File: config.mk
export PLATFORM = sky130hd
export DESIGN_NAME = mac_regfile_unit
export DESIGN_NICKNAME = d
export VERILOG_FILES = /design/src/rtl/mac_regfile_unit.sv
export SDC_FILE = /design/constraint.sdc
export NUM_CORES = 2
export LEC_CHECK = 0
export ABC_AREA = 0
export BUFFER_PORTS_ARGS = -buffer_cell sky130_fd_sc_hd__buf_2
export CAP_MARGIN = 20
export CORE_UTILIZATION = 40
export DETAILED_ROUTE_END_ITERATION = 16
export PLACE_DENSITY = 0.55
export SYNTH_ARGS = -nofsm -noshare
export SYNTH_HDL_FRONTEND = slang
export SYNTH_SLANG_ARGS = --single-unit
File: constraint.sdc
create_clock -name clk -period 9.3 [get_ports clk]
set_clock_uncertainty 0.15 [all_clocks]
set_input_delay 1.86 -clock clk [delete_from_list [all_inputs] [get_ports clk]]
set_output_delay 1.86 -clock clk [all_outputs]
set_load 0.005 [all_outputs]
File: src/rtl/mac_regfile_unit.sv
module mac_regfile_unit #(
  parameter int DW   = 32,
  parameter int NREG = 32,
  parameter int IW   = $clog2(NREG)
) (
  input  logic          clk,
  input  logic          rst,
  input  logic          clk_en,
  input  logic          start,
  input  logic          a_from_cpu,
  input  logic          b_from_cpu,
  input  logic          to_cpu,
  input  logic [IW-1:0] idx_a,
  input  logic [IW-1:0] idx_b,
  input  logic [IW-1:0] idx_c,
  input  logic [DW-1:0] opnd_a,
  input  logic [DW-1:0] opnd_b,
  output logic [DW-1:0] result,
  output logic          done
);

  logic [DW-1:0]   rf [NREG];
  logic            busy;
  logic            ret_q;
  logic [IW-1:0]   dst_q;
  logic [DW-1:0]   fa, fb, acc, res_q;
  logic            done_q;
  logic [2*DW-1:0] prod;
  logic [DW-1:0]   sum;

  assign prod   = fa * fb;
  assign sum    = acc + prod[DW-1:0];
  assign result = res_q;
  assign done   = done_q;

  always_ff @(posedge clk) begin
    if (rst) begin
      busy   <= 1'b0;
      ret_q  <= 1'b0;
      dst_q  <= '0;
      fa     <= '0;
      fb     <= '0;
      acc    <= '0;
      res_q  <= '0;
      done_q <= 1'b0;
      for (int i = 0; i < NREG; i++) rf[i] <= '0;
    end else if (clk_en) begin
      busy   <= start;
      done_q <= busy;
      if (start) begin
        fa    <= a_from_cpu ? opnd_a : rf[idx_a];
        fb    <= b_from_cpu ? opnd_b : rf[idx_b];
        ret_q <= to_cpu;
        dst_q <= idx_c;
      end
      if (busy) begin
        res_q <= sum;
        if (ret_q) acc <= '0;
        else begin
          acc       <= sum;
          rf[dst_q] <= sum;
        end
      end
    end
  end


  done_pulse_chk: assert property (@(posedge clk) disable iff (rst)
    (done && clk_en) |=> !done);


  start_to_busy_chk: assert property (@(posedge clk) disable iff (rst)
    (start && clk_en) |=> (busy && !done));


  busy_to_done_chk: assert property (@(posedge clk) disable iff (rst)
    (busy && clk_en) |=> done);


  acc_clear_chk: assert property (@(posedge clk) disable iff (rst)
    (busy && clk_en && ret_q) |=> (acc == '0));


  local_write_chk: assert property (@(posedge clk) disable iff (rst)
    (busy && clk_en && !ret_q) |=> (rf[$past(dst_q)] == acc && result == acc));


  src_a_chk: assert property (@(posedge clk) disable iff (rst)
    (start && clk_en && !a_from_cpu && !busy) |=> (fa == $past(rf[idx_a])));


  freeze_chk: assert property (@(posedge clk) disable iff (rst)
    !clk_en |=> ($stable(acc) && $stable(result) && $stable(done) && $stable(busy)));

endmodule

# == After elaboration in Yosys (flattened, before gate mapping) ==
# Memories as Yosys holds them, arrays and structs flattened.
# Index checks and enable logic that the tools add are counted.
# totals
regBits,136
ramBits,1024
in_bits,86
wordCells,27
mem_count,1
# memory_table
name,words,width,rd,rd_ports_with_merged_regs,wr,line,rtl
rf,32,32,2,0,32,22,logic [DW-1:0] rf [NREG];
# classes
addsub,1
mul,1
mux,13
n_reduce_logical,3
# op_table
operator,n
$mux W32,4
$add A32 B32 Y32,1
$mul A32 B32 Y32,1
$reduce_or A32 Y1,1
$mux W1,8
$mux W5,1
$reduce_and A2 Y1,2

# == Depth between registers and ports, before layout ==
# logic_depth
word_depth,7
depth_mapped,30
mapped_depth_nobuf,26

# == Least setup slack after synthesis ==
# Ideal clock, no wire load.
# synth_timing
kind,reg2reg
startpoint,register fb[0]
endpoint,memory rf[22][30] (data pin)
arrival_ps,7267
setup_slack_ps,1614
path_stages_with_launch,26
n_path_buf,2
synth_period_minus_slack_ps,7686
path_cell_list,dfxtp_1 > clkbuf_1 > nand2_1 > fa_1 > fa_1 > inv_1 > fa_1 > inv_1 > fa_1 > inv_1 > fa_1 > fa_1 > fa_1 > inv_1 > fa_1 > inv_1 > ha_1 > a21o_1 > a21o_1 > a221o_1 > a21o_1 > o2bb2ai_1 > o41ai_4 > nor3b_4 > buf_4 > nor3_2
# synth_rtl
item,line,rtl
"start, declared",26,"logic [DW-1:0] fa, fb, acc, res_q;"
"start signal, assigned",52,fb <= b_from_cpu ? opnd_b : rf[idx_b];
"end, declared",22,

==> impl_results.md <==
* CTS root buffer: clkbuf_16
* Crit Reg-Reg Endpoint: rf[16][30]
* Gp weighted congestion at 0.926
* Clock group share of total power at 0.406
* Finish-stage setup viols at 0
* All-Layer GR Usage at 0.270
* WHS at 0.303 ns
* Syn Nets at 6460
* Reg power frac at 0.457
* Fraction of registers with async set/reset at 0
* DIE WIDTH at 432 µm
* Switching Share at 0.275
* ANT nets after route at 0
* Startpoint types: register
* Commonest non-fill, non-tap cell in the layout: edfxtp_1
* Clk slew on worst S/H paths at 0.07 ns
* Post-CTS Repair Setup Buffers at 0
* Main synth FF type: edfxtp_1
* Register-to-Register Path Depth at 23
* Leakage Power at 29.8 nW
* Fill cells at 16700
* Fin. Hold Viols at 0
* Critical Path AT at 9.13 ns
* Total power at 0.0131 W
* Wire per inst at 30.2 µm
* CTS tree: yes
* Slew Limit Fails at 0
* Clk Latency, worst-skew pair at 0.80 ns
* Share of cells above drive strength 1 at 0.211
* Nets at 6367
* Area Overhead vs Synth at 10.7%
* Maxcap violations at 0
* Hold Crit Class: reg -> reg
* Vias in the first global route at 50200
* Post-synth EDFFs at 1024
* R2r setup slk at 0.51 ns
* DPL Wire Length at 157000 µm
* Port bufs at 118
* Clock H-tree levels at 4
* Crit end category: register
* Comb pwr share at 0.137
* Initial antenna violation count at 7
* Die area at 0.187 mm²
* Ys Warns at 0
* Setup TNS at 0 ns
* Longest Clk Path Bufs at 3
* Slew margin rel. at 0.201
* Drc violations at 0
* CP Max Fanout at 33
* CP Class: reg -> reg
* Syn Inst Count at 5812
* Critical Path Start: fb[7]
* Final worst slack at 0.507 ns
* Inserted Clock Buffers at 133
* VDD IR max at 0.000206 V
* Worst path required time at 9.64 ns
* Drt total wl at 250000 µm
* Setup repair after global routing missed its margin: false
* Cts-stage hold buffer count at 0
* Crit path capture: rf[16][30]
* Final Non-Filler Cells at 8289
* Power per cell area at 160 mW/mm²
* Cell-internal power at 0.00947 W
* Largest net degree at the start of global routing at 119
* Drt first pass iters at 5
* Starting DRC count in detailed routing at 5388
* Syn Std Cell Area at 0.0740 mm²
* Most frequent cells in the layout: edfxtp_1, nor2_1, mux4_2, inv_1, fa_1
* Core area at 0.183 mm²
* Final period util at 0.946
* FP Rows at 157
* Vias post-DR at 48900
* Post-Syn Area per Cell at 12.7 µm²
* Grt ovf at 0
* Synth cell types at 63
* Sequential area share after synthesis at 0.452
* First-pass GRT wire length at 359000 µm
* Fin crit period at 8.79 ns
* Status: completed
* NetSw at 0.00360 W
* # IOs at 119
* Clk sinks at 1160
* Yosys reg bits at 1160
* Reg2reg start: fb[7]
* Via density at 5.90
* Die Y at 432 µm
* Count of cells resized by post-cts repair at 0
* # placed instances at 8044
* Initial Utilization at 0.404
* Worst Tran Pin Value at 1.19 ns
* Max frequency at 114 MHz
* Worst slack at placement at 0.378 ns
-- how the worst min path moves through the flow --
stage | start | endpoint | slack, ns | cells past startpoint
floorplan | acc[13] | acc[13] | 0.28 | 2
global route | result[2] | result[2] | 0.33 | 2
CTS | acc[5] | acc[5] | 0.30 | 2
global placement | acc[15] | acc[15] | 0.29 | 2
finish | acc[26] | acc[26] | 0.30 | 2
detailed placement | acc[5] | acc[5] | 0.29 | 2
-- sequential cells by signal, indices dropped and copies added (netlist names) --
name and cells:
rf 1024, fa 32, fb 32, result 32
acc 32, dst_q 5, busy 1, done 1
ret_q 1
-- metrics by stage --
step,util,area (µm²)
floorplan,-,74000
global placement,0.422,77500
detailed placement,0.422,77500
CTS,0.446,81800
global route,0.447,81900
finish,0.447,81900
-- worst max-delay path, stage by stage, from the launching register on --
cell	delay (ns)
dfxtp_1	0.94
and2_1	0.26
fa_1	0.44
fa_1	0.50
fa_1	0.52
inv_1	0.05
fa_1	0.47
inv_1	0.05
fa_1	0.48
fa_1	0.51
fa_1	0.50
inv_1	0.05
fa_1	0.51
inv_1	0.05
ha_1	0.37
a21o_1	0.21
a21o_1	0.16
a221o_1	0.43
a21o_1	0.23
o2bb2ai_1	0.18
o41ai_4	0.58
nor3b_4	0.27
buf_4	0.42
nor3_1	0.08
-- layer usage --
layer  up-vias  part of all wire  track usage
li1      20200                 -            -
met5         -          0.000080            0
met3       510             0.084       0.0458
met1     25800              0.38        0.353
met2      2437              0.49        0.448
met4         2             0.044        0.108
-- cells in the mapped netlist (3+ instances only) --
cell | count | area (µm²)
edfxtp_1 | 1024 | 30700
nor2_1 | 906 | 3400
mux4_2 | 640 | 14400
inv_1 | 496 | 1860
nand2_1 | 491 | 1840
fa_1 | 438 | 8770
clkbuf_1 | 422 | 1580
and2_1 | 369 | 2310
nor3_1 | 171 | 856
dfxtp_1 | 136 | 2720
ha_1 | 124 | 1550
a21oi_1 | 109 | 546
o21ai_0 | 104 | 521
mux2i_1 | 66 | 661
buf_2 | 56 | 280
xnor2_1 | 56 | 490
buf_1 | 42 | 158
xor2_1 | 18 | 158
o21a_1 | 15 | 113
a21o_1 | 12 | 90.1
nand3_1 | 11 | 55.1
nor3_2 | 10 | 100
a211oi_1 | 9 | 67.6
o31ai_1 | 9 | 67.6
nand2b_1 | 8 | 50.1
nor3b_1 | 6 | 45.0
and3_1 | 5 | 31.3
or3_1 | 5 | 31.3
nor4b_1 | 4 | 35.0
o21bai_1 | 4 | 30.0
a21boi_1 | 3 | 22.5
a311o_1 | 3 | 30.0
-- power by group through the flow --
stage	logic (W)	clock network, W	registers (W)
2_1_floorplan	0.00112	0	0.00599
4_1_cts	0.00177	0.00536	0.00597
6_report	0.00179	0.00531	0.00597
3_3_place_gp	0.00176	0	0.00606
3_5_place_dp	0.00176	0	0.00608
5_1_grt	0.00187	0.00555	0.00599
-- cell type report --
type	count	area [µm²]	area share
sequential	1160	33500	0.409
clock buffer	161	3450	0.0421
clock inverter	77	895	0.0109
multi-input combinational	3634	37100	0.453
antenna	3	7.51	0.0000916
inverter	497	1870	0.0228
timing repair buffer	293	2080	0.0254
tap	2464	3080	0.0376
-- kinds of logic after synthesis --
logic type,synth area share
AOI/OAI and AO/OA,0.0227
xor gates and xnor gates,0.00950
adders and majority gates,0.139
buffers and inverters,0.0526
DFF,0.452
muxes,0.204
and+or+nand+nor,0.120
No activity file was read; power rests on OpenSTA's default activity.
